===== src/rtl/pio_seq_pkg.sv =====
package pio_seq_pkg;

    localparam int CW        = 12;
    localparam int NUM_MODES = 5;

    localparam int RD_RELEASE_NS = 30;
    localparam int RDY_SAMPLE_NS = 35;
    localparam int RDY_MAX_NS    = 1250;

    typedef enum logic [2:0] {
        PH_IDLE,
        PH_ADDR_SETUP,
        PH_STROBE,
        PH_WAIT_READY,
        PH_HOLD,
        PH_RECOVERY
    } phase_t;

    typedef struct packed {
        logic [CW-1:0] setup;
        logic [CW-1:0] active;
        logic [CW-1:0] hold;
        logic [CW-1:0] recov;
        logic [CW-1:0] rdy_at;
        logic [CW-1:0] rdy_max;
    } pio_timing_t;

    function automatic int ns_to_cyc(input int ns, input int clk_ns);
        int c;
        c = (ns + clk_ns - 1) / clk_ns;
        return (c < 1) ? 1 : c;
    endfunction

    function automatic int imax(input int a, input int b);
        return (a > b) ? a : b;
    endfunction

    function automatic int cycle_min_ns(input int m);
        case (m)
            0: return 600;
            1: return 383;
            2: return 240;
            3: return 180;
            default: return 120;
        endcase
    endfunction

    function automatic int addr_setup_ns(input int m);
        case (m)
            0: return 70;
            1: return 50;
            2, 3: return 30;
            default: return 25;
        endcase
    endfunction

    function automatic int strobe_ns(input int m);
        case (m)
            0, 1, 2: return 290;
            3: return 80;
            default: return 70;
        endcase
    endfunction

    function automatic int recover_ns(input int m);
        case (m)
            3: return 70;
            4: return 25;
            default: return 0;
        endcase
    endfunction

    function automatic int wdata_hold_ns(input int m);
        case (m)
            0: return 30;
            1: return 20;
            2: return 15;
            default: return 10;
        endcase
    endfunction

    function automatic int addr_hold_ns(input int m);
        case (m)
            0: return 20;
            1: return 15;
            default: return 10;
        endcase
    endfunction

    // Convert one mode's nanosecond limits into clock counts for one direction.
    function automatic pio_timing_t mode_timing(input int m, input logic wr, input int clk_ns);
        pio_timing_t t;
        int act;
        int hold;
        int inact;
        int rec;
        act  = ns_to_cyc(strobe_ns(m), clk_ns);
        hold = wr ? ns_to_cyc(imax(wdata_hold_ns(m), addr_hold_ns(m)), clk_ns)
                  : ns_to_cyc(imax(addr_hold_ns(m), RD_RELEASE_NS), clk_ns);
        inact = imax(ns_to_cyc(recover_ns(m), clk_ns),
                     ns_to_cyc(cycle_min_ns(m), clk_ns) - act);
        rec = imax(1, inact - hold);
        t.setup   = CW'(ns_to_cyc(addr_setup_ns(m), clk_ns));
        t.active  = CW'(act);
        t.hold    = CW'(hold);
        t.recov   = CW'(rec);
        t.rdy_at  = CW'(ns_to_cyc(RDY_SAMPLE_NS, clk_ns));
        t.rdy_max = CW'(ns_to_cyc(RDY_MAX_NS, clk_ns));
        return t;
    endfunction

endpackage


===== src/rtl/pio_timing.sv =====
module pio_timing
    import pio_seq_pkg::*;
#(
    parameter int CLK_NS = 4
) (
    input  logic [2:0]  mode,
    input  logic        wr,
    output pio_timing_t tm
);

    localparam int MAX_MODE = NUM_MODES - 1;

    pio_timing_t tab_wr [NUM_MODES];
    pio_timing_t tab_rd [NUM_MODES];

    for (genvar m = 0; m < NUM_MODES; m++) begin : g_mode
        assign tab_wr[m] = mode_timing(m, 1'b1, CLK_NS);
        assign tab_rd[m] = mode_timing(m, 1'b0, CLK_NS);
    end

    logic [2:0] sel;
    assign sel = (int'(mode) > MAX_MODE) ? 3'(MAX_MODE) : mode;   // R12 clamp
    assign tm  = wr ? tab_wr[sel] : tab_rd[sel];

endmodule


===== src/rtl/pio_fsm.sv =====
module pio_fsm
    import pio_seq_pkg::*;
#(
    parameter int CLK_NS = 4,
    parameter int AW     = 3,
    parameter int DW     = 8
) (
    input  logic          clk,
    input  logic          rst,
    input  logic          req,
    input  logic          req_wr,
    input  logic [2:0]    req_mode,
    input  logic [AW-1:0] req_addr,
    input  logic [DW-1:0] req_wdata,
    input  pio_timing_t   tm,
    output logic [2:0]    cur_mode,
    output logic          cur_wr,
    output logic          ack,
    output logic          ack_timeout,
    output logic [DW-1:0] ack_rdata,
    output logic [AW-1:0] bus_addr,
    output logic          bus_rd_n,
    output logic          bus_wr_n,
    output logic [DW-1:0] bus_dout,
    output logic          bus_oe,
    input  logic [DW-1:0] bus_din,
    input  logic          bus_rdy
);

    localparam int RD_GAP = ns_to_cyc(RD_RELEASE_NS, CLK_NS);

    phase_t        ph;
    logic [CW-1:0] cnt;
    logic          wr_q;
    logic [2:0]    mode_q;
    logic [AW-1:0] addr_q;
    logic [DW-1:0] wd_q;
    logic [DW-1:0] rd_q;
    logic          low_seen;
    logic          ack_q;
    logic          to_q;
    logic          strobe_on;
    logic          low_seen_nx;

    assign strobe_on   = (ph == PH_STROBE) || (ph == PH_WAIT_READY);
    assign low_seen_nx = (cnt == tm.rdy_at - CW'(1)) ? !bus_rdy : low_seen;

    always_ff @(posedge clk) begin
        if (rst) begin
            ph       <= PH_IDLE;
            cnt      <= '0;
            wr_q     <= 1'b0;
            mode_q   <= '0;
            addr_q   <= '0;
            wd_q     <= '0;
            rd_q     <= '0;
            low_seen <= 1'b0;
            ack_q    <= 1'b0;
            to_q     <= 1'b0;
        end else begin
            ack_q <= 1'b0;
            cnt   <= cnt + CW'(1);
            case (ph)
                PH_IDLE: begin
                    cnt <= '0;
                    if (req && !ack_q) begin
                        wr_q   <= req_wr;
                        mode_q <= req_mode;
                        addr_q <= req_addr;
                        wd_q   <= req_wdata;
                        to_q   <= 1'b0;
                        ph     <= PH_ADDR_SETUP;
                    end
                end
                PH_ADDR_SETUP: begin
                    if (cnt == tm.setup - CW'(1)) begin
                        cnt      <= '0;
                        low_seen <= 1'b0;
                        ph       <= PH_STROBE;
                    end
                end
                PH_STROBE: begin
                    low_seen <= low_seen_nx;
                    if (cnt == tm.active - CW'(1)) begin
                        cnt <= '0;
                        if (low_seen_nx && !bus_rdy) begin
                            ph <= PH_WAIT_READY;
                        end else begin
                            rd_q <= bus_din;
                            ph   <= PH_HOLD;
                        end
                    end
                end
                PH_WAIT_READY: begin
                    if (bus_rdy) begin
                        cnt  <= '0;
                        rd_q <= bus_din;
                        ph   <= PH_HOLD;
                    end else if (cnt == tm.rdy_max - CW'(1)) begin
                        cnt  <= '0;
                        rd_q <= bus_din;
                        to_q <= 1'b1;
                        ph   <= PH_HOLD;
                    end
                end
                PH_HOLD: begin
                    if (cnt == tm.hold - CW'(1)) begin
                        cnt <= '0;
                        ph  <= PH_RECOVERY;
                    end
                end
                PH_RECOVERY: begin
                    if (cnt == tm.recov - CW'(1)) begin
                        cnt   <= '0;
                        ack_q <= 1'b1;
                        ph    <= PH_IDLE;
                    end
                end
                default: ph <= PH_IDLE;
            endcase
        end
    end

    assign cur_mode    = mode_q;
    assign cur_wr      = wr_q;
    assign ack         = ack_q;
    assign ack_timeout = ack_q & to_q;
    assign ack_rdata   = rd_q;
    assign bus_addr    = addr_q;
    assign bus_dout    = wd_q;
    assign bus_rd_n    = !(strobe_on && !wr_q);
    assign bus_wr_n    = !(strobe_on && wr_q);
    assign bus_oe      = wr_q && (ph != PH_IDLE) && (ph != PH_RECOVERY);

    // Checker state: strobe run length and cycles since a read strobe ended.
    logic [CW:0]   low_run;
    logic [CW-1:0] since_rd;

    always_ff @(posedge clk) begin
        if (rst) begin
            low_run  <= '0;
            since_rd <= CW'(RD_GAP);
        end else begin
            low_run <= strobe_on ? low_run + (CW+1)'(1) : '0;
            if (!bus_rd_n)
                since_rd <= '0;
            else if (int'(since_rd) < RD_GAP)
                since_rd <= since_rd + CW'(1);
        end
    end

    p_one_strobe_r2: assert property (@(posedge clk) disable iff (rst)
        !(!bus_rd_n && !bus_wr_n));

    p_addr_hold_r2: assert property (@(posedge clk) disable iff (rst)
        (ph != PH_IDLE && $past(ph) != PH_IDLE) |-> $stable(bus_addr));

    p_min_width_r3: assert property (@(posedge clk) disable iff (rst)
        (!strobe_on && $past(strobe_on)) |->
        (int'($past(low_run)) + 1 >= int'($past(tm.active))));

    p_wdata_stable_r5: assert property (@(posedge clk) disable iff (rst)
        (bus_oe && $past(bus_oe)) |-> $stable(bus_dout));

    p_wait_bound_r9: assert property (@(posedge clk) disable iff (rst)
        strobe_on |-> (int'(low_run) < int'(tm.active) + int'(tm.rdy_max)));

    p_no_drive_read_r10: assert property (@(posedge clk) disable iff (rst)
        (!bus_rd_n || int'(since_rd) < RD_GAP) |-> !bus_oe);

    p_ack_pulse_r11: assert property (@(posedge clk) disable iff (rst)
        ack |=> !ack);

endmodule


===== src/rtl/pio_seq.sv =====
module pio_seq
    import pio_seq_pkg::*;
#(
    parameter int CLK_NS = 4,
    parameter int AW     = 3,
    parameter int DW     = 8
) (
    input  logic          clk,
    input  logic          rst,
    input  logic          req,
    input  logic          req_wr,
    input  logic [2:0]    req_mode,
    input  logic [AW-1:0] req_addr,
    input  logic [DW-1:0] req_wdata,
    output logic          ack,
    output logic          ack_timeout,
    output logic [DW-1:0] ack_rdata,
    output logic [AW-1:0] bus_addr,
    output logic          bus_rd_n,
    output logic          bus_wr_n,
    output logic [DW-1:0] bus_dout,
    output logic          bus_oe,
    input  logic [DW-1:0] bus_din,
    input  logic          bus_rdy
);

    pio_timing_t tm;
    logic [2:0]  cur_mode;
    logic        cur_wr;

    pio_timing #(.CLK_NS(CLK_NS)) u_timing (
        .mode (cur_mode),
        .wr   (cur_wr),
        .tm   (tm)
    );

    pio_fsm #(.CLK_NS(CLK_NS), .AW(AW), .DW(DW)) u_fsm (
        .clk         (clk),
        .rst         (rst),
        .req         (req),
        .req_wr      (req_wr),
        .req_mode    (req_mode),
        .req_addr    (req_addr),
        .req_wdata   (req_wdata),
        .tm          (tm),
        .cur_mode    (cur_mode),
        .cur_wr      (cur_wr),
        .ack         (ack),
        .ack_timeout (ack_timeout),
        .ack_rdata   (ack_rdata),
        .bus_addr    (bus_addr),
        .bus_rd_n    (bus_rd_n),
        .bus_wr_n    (bus_wr_n),
        .bus_dout    (bus_dout),
        .bus_oe      (bus_oe),
        .bus_din     (bus_din),
        .bus_rdy     (bus_rdy)
    );

endmodule


===== config.mk =====
export PLATFORM = sky130hd
export DESIGN_NAME = pio_seq
export DESIGN_NICKNAME = d
export VERILOG_FILES = /design/src/rtl/pio_seq_pkg.sv /design/src/rtl/pio_timing.sv /design/src/rtl/pio_fsm.sv /design/src/rtl/pio_seq.sv
export SDC_FILE = /design/constraint.sdc
export NUM_CORES = 1
export LEC_CHECK = 0
export BUFFER_PORTS_ARGS = -buffer_cell sky130_fd_sc_hd__buf_2
export CORE_ASPECT_RATIO = 1.75
export CORE_MARGIN = 2
export CORE_UTILIZATION = 56
export DETAILED_ROUTE_END_ITERATION = 6
export PLACE_DENSITY = 0.8
export SETUP_SLACK_MARGIN = 0.4
export SYNTH_ARGS = -nofsm -noshare
export SYNTH_HDL_FRONTEND = slang
export SYNTH_SLANG_ARGS = --single-unit
export TNS_END_PERCENT = 1

===== constraint.sdc =====
create_clock -name clk -period 4.1 [get_ports clk]
set_input_delay 0.205 -clock clk [delete_from_list [all_inputs] [get_ports clk]]
set_output_delay 0.205 -clock clk [all_outputs]
set_load 0.01 [all_outputs]

Yosys cells after proc, flatten, opt, wreduce, memory -nomap -nowiden
Memory sizes are Yosys's and may differ from the RTL's.
Index checks and enable logic that the tools add are counted.
{ "op_classes": {"n_addsub": 7, "n_lt_le_gt_ge": 2, "eq_ne": 21, "n_mux": 35, "bitwise": 3, "n_reduce_logical": 23} }
{ "op_table": {"columns": ["op", "n"], "rows": [
  ["72-bit two-way mux", 5],
  ["12-bit == test", 6],
  ["12-bit two-way mux", 6],
  ["12-bit case mux with 6 select lines", 1],
  ["12-bit by 1-bit subtractor with 12-bit output, second input constant", 6],
  ["8-bit two-way mux", 4],
  ["3-bit two-way mux", 9],
  ["3-bit case mux with 6 select lines", 1],
  ["8-bit case mux with 2 select lines", 1],
  ["12-bit by 1-bit adder with 12-bit output, second input constant", 1],
  ["2-bit by 1-bit inequality test with 1-bit output, second input constant", 4],
  ["2-bit inequality test, second input constant", 4],
  ["4-bit AND reduction", 2],
  ["3-bit by 2-bit == test with 1-bit output, second input constant", 2],
  ["3-bit == test, second input constant", 2],
  ["1-bit logical AND", 6],
  ["1-bit two-way mux", 6],
  ["3-bit inequality test, second input constant", 2],
  ["6-bit AND reduction", 1],
  ["2-bit nonzero test", 3],
  ["1-bit logical NOT", 5],
  ["4-bit greater-or-equal comparator, second input constant", 1],
  ["3-bit NOT with 4-bit output", 1],
  ["1-bit case mux with 2 select lines", 2],
  ["9 further kinds", 10]
]} }
{ "word_totals": {"reg_bits": 41, "mem_bits_ro": 1152, "input_bits": 27, "out_inout_bits": 24, "elab_cells": 103, "memories": 2} }
{ "mem_list": {"columns": ["name", "depth", "word_bits", "read_ports", "rd_ports_with_merged_regs", "write_ports", "line_no", "text"], "rows": [
  ["(no name shown)", 8, 72, 1, 0, 0, "pio_timing.sv:23", "assign tm = wr ? tab_wr[sel] : tab_rd[sel];"],
  ["(no name shown)", 8, 72, 1, 0, 0, "pio_timing.sv:23", null]
]} }

Depth between registers and ports, before layout
{ "depth": {"ltp_word": 14, "mapped_depth": 16, "mapped_depth_nobuf": 13} }

By module
From an unflattened synthesis, not the netlist that was laid out.
{ "unflattened": {"hier_cells": 659, "area_unflattened_um2": 4933.5} }
{ "by_module_without_submodules": {"columns": ["module", "instances", "cells_per_inst", "area_each_um2", "seq_area_each_um2"], "rows": [
  ["pio_fsm", 1, 566, 4282.9, 820.8],
  ["pio_timing", 1, 93, 650.6, 0.0]
]} }

Worst setup path before layout
OpenSTA, ideal clock, no wires.
{ "synth_path": {"path_type": "register to register", "from": "register u_fsm.mode_q[2] (netlist: u_fsm.cur_mode[2])", "to": "register u_fsm.cnt[11]", "setup_time_ns": 0.137, "t_arrival_ns": 3.610, "t_required_ns": 3.963, "path_slack_ns": 0.353, "stages_incl_launch_ff": 17, "path_buffers": 3, "synth_period_minus_slack_ns": 3.747, "path_cell_list": "dfxtp_1 -> buf_2 -> buf_6 -> nor2b_1 -> inv_1 -> ha_1 -> or4_1 -> nand2_1 -> ha_1 -> xnor2_1 -> a211oi_1 -> o2111ai_2 -> o311ai_4 -> o211ai_2 -> a2111oi_4 -> buf_6 -> nor3_2"} }
{ "synth_via": {"elab_chain_cells": 12, "elab_cells_between_ends": 27, "classes_between": "5 x add/sub; 1 x order compare; 5 x eq/ne; 13 x mux; 1 x bitwise; 2 x memory"} }
{ "synth_rtl": {"columns": ["item", "line_no", "text"], "rows": [
  ["start: declaration", "pio_fsm.sv:35", "logic [2:0] mode_q;"],
  ["start signal: assignment", "pio_fsm.sv:68", "mode_q <= req_mode;"],
  ["3-bit greater-than comparator", "pio_timing.sv:22", "assign sel = (int'(mode) > MAX_MODE) ? 3'(MAX_MODE) : mode;"],
  ["3-bit two-way mux (*)", "pio_timing.sv:22", null],
  ["3-bit NOT with 4-bit output (not written as such) (*)", "pio_timing.sv:23", null],
  ["memory 8 x 72 bit", null, null],
  ["72-bit two-way mux (not written as such) (2 in a row)", "pio_timing.sv:23", null],
  ["72-bit two-way mux (*)", "pio_timing.sv:23", null],
  ["12-bit by 1-bit subtractor with 12-bit output", "pio_fsm.sv:99", "end else if (cnt == tm.rdy_max - CW'(1)) begin"],
  ["12-bit == test", "pio_fsm.sv:99", null],
  ["12-bit two-way mux", "pio_fsm.sv:99", null],
  ["12-bit two-way mux", "pio_fsm.sv:95", "if (bus_rdy) begin"],
  ["12-bit case mux with 6 select lines (*)", "pio_fsm.sv:63", "case (ph)"],
  ["end signal: assignment", "pio_fsm.sv:62", "cnt <= cnt + CW'(1);"],
  ["end: declaration", "pio_fsm.sv:33", "logic [CW-1:0] cnt;"]
]} }
Every way passes the cells marked *; elsewhere a longest branch is shown, timed or not. The select of a mux whose other input is x is not followed.
A chain may end at the register's enable or synchronous reset.

Final worst setup path
{ "layout_path": {"from": "register u_fsm.mode_q[2] (netlist: u_fsm.cur_mode[2])", "to": "register u_fsm.cnt[1]"} }
The elaborated chain is that of the path after synthesis.

==> flow_metrics.env <==
export IMPL_outcome="finished, final reports clean"
export IMPL_start_kind="flop"
export IMPL_ys_ff_latch=41
export IMPL_path_cells="or2b_1 > ha_1 > or4_4 > nand2_1 > ha_1 > xnor2_1 > a211oi_2 > o2111ai_2 > o311ai_4 > o211ai_2 > a2111oi_4 > buf_6 > nor3b_1"
export IMPL_final_min_clock_period_ns=3.54
export IMPL_drt_iter0_markers=109
export IMPL_max_cap_viol_count=0
export IMPL_track_usage=0.280
export IMPL_slew_headroom=0.324
export IMPL_antenna_found_initial=0
export IMPL_grt_pass1_vias=2860
export IMPL_initial_utilization=0.580
export IMPL_crit_path_top_delay_cell="or4_4"
export IMPL_cp_max_fo=9
export IMPL_fp_dieW_um=58.0
export IMPL_vdd_drop_max_v=0.000250
export IMPL_diodes=0
export IMPL_num_vias=2861
export IMPL_clock_sinks=41
export IMPL_ys_warn_count=0
export IMPL_crit_buf_inv=1
export IMPL_async_reset_ff_frac=0
export IMPL_worst_pin_slew_ns=1.01
export IMPL_end_kind="flop"
export IMPL_rows=34
export IMPL_clk_path_buf_depth=2
export IMPL_cts_tree="built"
export IMPL_drive_gt1_frac=0.244
export IMPL_coreArea_mm2=0.00493
export IMPL_path_delay_family="compound AO/OA/AOI/OAI gates"
export IMPL_overflow=0
export IMPL_avgSynthCellArea_um2=7.97
export IMPL_netlist_area_mm2=0.00286
export IMPL_dr_pass1_iters=4
export IMPL_leakage_nw=1.22
export IMPL_cts_buffers=5
export IMPL_rsz0062_at_grt="false"
export IMPL_via_per_inst=6.34
export IMPL_drc=0
export IMPL_wl_per_cell_um=16.9
export IMPL_setup_viol=0
export IMPL_portBuffers=50
export IMPL_fin_nets=434
export IMPL_critical_path_arrival_ns=3.70
export IMPL_grt_pass1_wl_um=12700
export IMPL_finalSetupTns_ns=0
export IMPL_insertion_delay_ns=0.31
export IMPL_synthDistinctLibCells=63
export IMPL_hold_violations=0
export IMPL_fin_area_mm2=0.00322
export IMPL_syn_inst=359
export IMPL_power_mw=0.895
export IMPL_synth_seq_area_share=0.287
export IMPL_skew_ns=0.0142
export IMPL_place_area_mm2=0.00308
export IMPL_post_route_period_util=0.863
export IMPL_drt_total_wl_um=7620
export IMPL_clockRootBuffer="clkbuf_8"
export IMPL_synth_ff_type="dfxtp_1"
export IMPL_postSynthNetCount=397
export IMPL_drv_slew=0
export IMPL_syn2layout_area_growth_pct=12.7
export IMPL_cpMostUsedCell="ha_1"
export IMPL_slowest_delay_ns=0.50
export IMPL_ant_nets=0
export IMPL_power_density_mw_per_mm2=277
export IMPL_fmax_mhz=282
export IMPL_synth_edf_count=0
export IMPL_clkTransAtPathRegs_ns=0.09
export IMPL_grt_max_degree=42
export IMPL_postCtsHoldBufs=0
export IMPL_dieArea_mm2=0.00572
export IMPL_worstHoldPathType="primary input to flop"
export IMPL_io_pins=51
export IMPL_place_congestion=0.946
export IMPL_required_ns=4.26
export IMPL_post_dp_hpwl_um=5410
export IMPL_die_y_um=98.5
export IMPL_ctsHtreeMaxLevel=2
export IMPL_path_class="flop to flop"
[logic make-up (layout without fill, tap and decap cells)]
group | count (synthesis) | count (layout) | synth area share
simple gates | 152 | 152 | 0.286
compound gates | 86 | 86 | 0.221
flops | 41 | 41 | 0.287
buf+inv | 40 | 78 | 0.0665
xor+xnor | 25 | 25 | 0.0766
fa+ha+maj | 11 | 11 | 0.0481
mux | 4 | 4 | 0.0149
[cell usage in the layout, fill, tap and decap left out, types with 5 or more instances in the layout]
master    instances
o21ai_0          11
buf_4             5
o211ai_1          5
nor3_1            6
nor3_2           11
nand3_1          17
nand2_1          52
clkbuf_8          6
inv_1            13
a21oi_1          31
dfxtp_1          38
xnor2_1          14
nor2_1           24
buf_2            50
xor2_1           11
ha_1             10
[Yosys cell counts, types with 3 or more instances]
master,count,share of area
a211oi_1,3,0.0079
a21oi_1,31,0.054
a221oi_1,3,0.0092
a31oi_1,4,0.0087
and3_1,3,0.0066
buf_2,8,0.014
buf_6,4,0.016
clkbuf_1,15,0.020
dfxtp_1,41,0.29
ha_1,11,0.048
inv_1,13,0.017
nand2_1,52,0.068
nand2b_1,4,0.0087
nand3_1,17,0.030
nand4_1,4,0.0087
nor2_1,24,0.031
nor3_1,6,0.010
nor3_2,11,0.038
nor4_1,4,0.0087
o211ai_1,5,0.013
o21ai_0,11,0.019
o22ai_1,3,0.0066
o31a_1,3,0.0092
or3_1,4,0.0087
or4_1,3,0.0079
xnor2_1,14,0.043
xor2_1,11,0.034
[metrics by stage]
stage               std cells  setup WS (ns)  utilization  hold WS (ns)
detailed placement        440          0.349        0.623         0.446
global route              451          0.398        0.653         0.131
CTS                       448          0.409        0.645         0.127
floorplan                 359          0.444            -         0.341
finish                    451          0.560        0.653         0.121
global placement          440          0.416        0.623         0.440
[per-layer routing]
metal,track usage,up-vias,part of all wire
met5,0,-,0
met4,0.188,0,0.060
met3,0.0512,42,0.047
met2,0.478,105,0.51
met1,0.303,1360,0.38
li1,-,1354,-
[registers in the layout, indices dropped and copies added (netlist names)]
register,flops
u_fsm.ack,1
u_fsm.ack_rdata,8
u_fsm.bus_addr,3
u_fsm.bus_dout,8
u_fsm.cnt,12
u_fsm.cur_mode,3
u_fsm.cur_wr,1
u_fsm.low_seen,1
u_fsm.ph,3
u_fsm.to_q,1
[layout make-up]
class                   instances  area (um2)
well taps                      54        67.6
flip-flops and latches         41         827
repair buffers                 57         310
fillers                       424        1710
multi-input cells             278        1870
clock buffers                   6        82.6
clock inverters                 2        13.8
inverters                      13        48.8
[power by group]
group          total (mW)  switching [mW]  internal (mW)  leakage [nW]
clock               0.287           0.150          0.137        0.0512
sequential          0.426          0.0166          0.410         0.334
combinational       0.181           0.105         0.0762         0.831
[final timing paths]
check	start	end	slack (ns)	cells after the start
max reg2reg	u_fsm.cur_mode[2]	u_fsm.cnt[1]	0.56	13
min	req_mode[1]	u_fsm.cur_mode[1]	0.12	3
max	u_fsm.cur_mode[2]	u_fsm.cnt[1]	0.56	13
min reg2reg	u_fsm.bus_dout[4]	u_fsm.bus_dout[4]	0.46	2
[timing repair]
item	CTS	global route
pin swaps	0	2
setup buffers	0	2
gates cloned	0	1
endpoints found under the setup margin	12	15
gates resized for setup	2	10
[tightest hold or removal path: cells and delay by family]
family | cells | cell delay, ns
AO/OA/AOI/OAI | 1 | 0.05
buffers and inverters | 1 | 0.10
AND/OR/NAND/NOR | 1 | 0.05
Note: power is estimated with default switching activity, not from simulation.
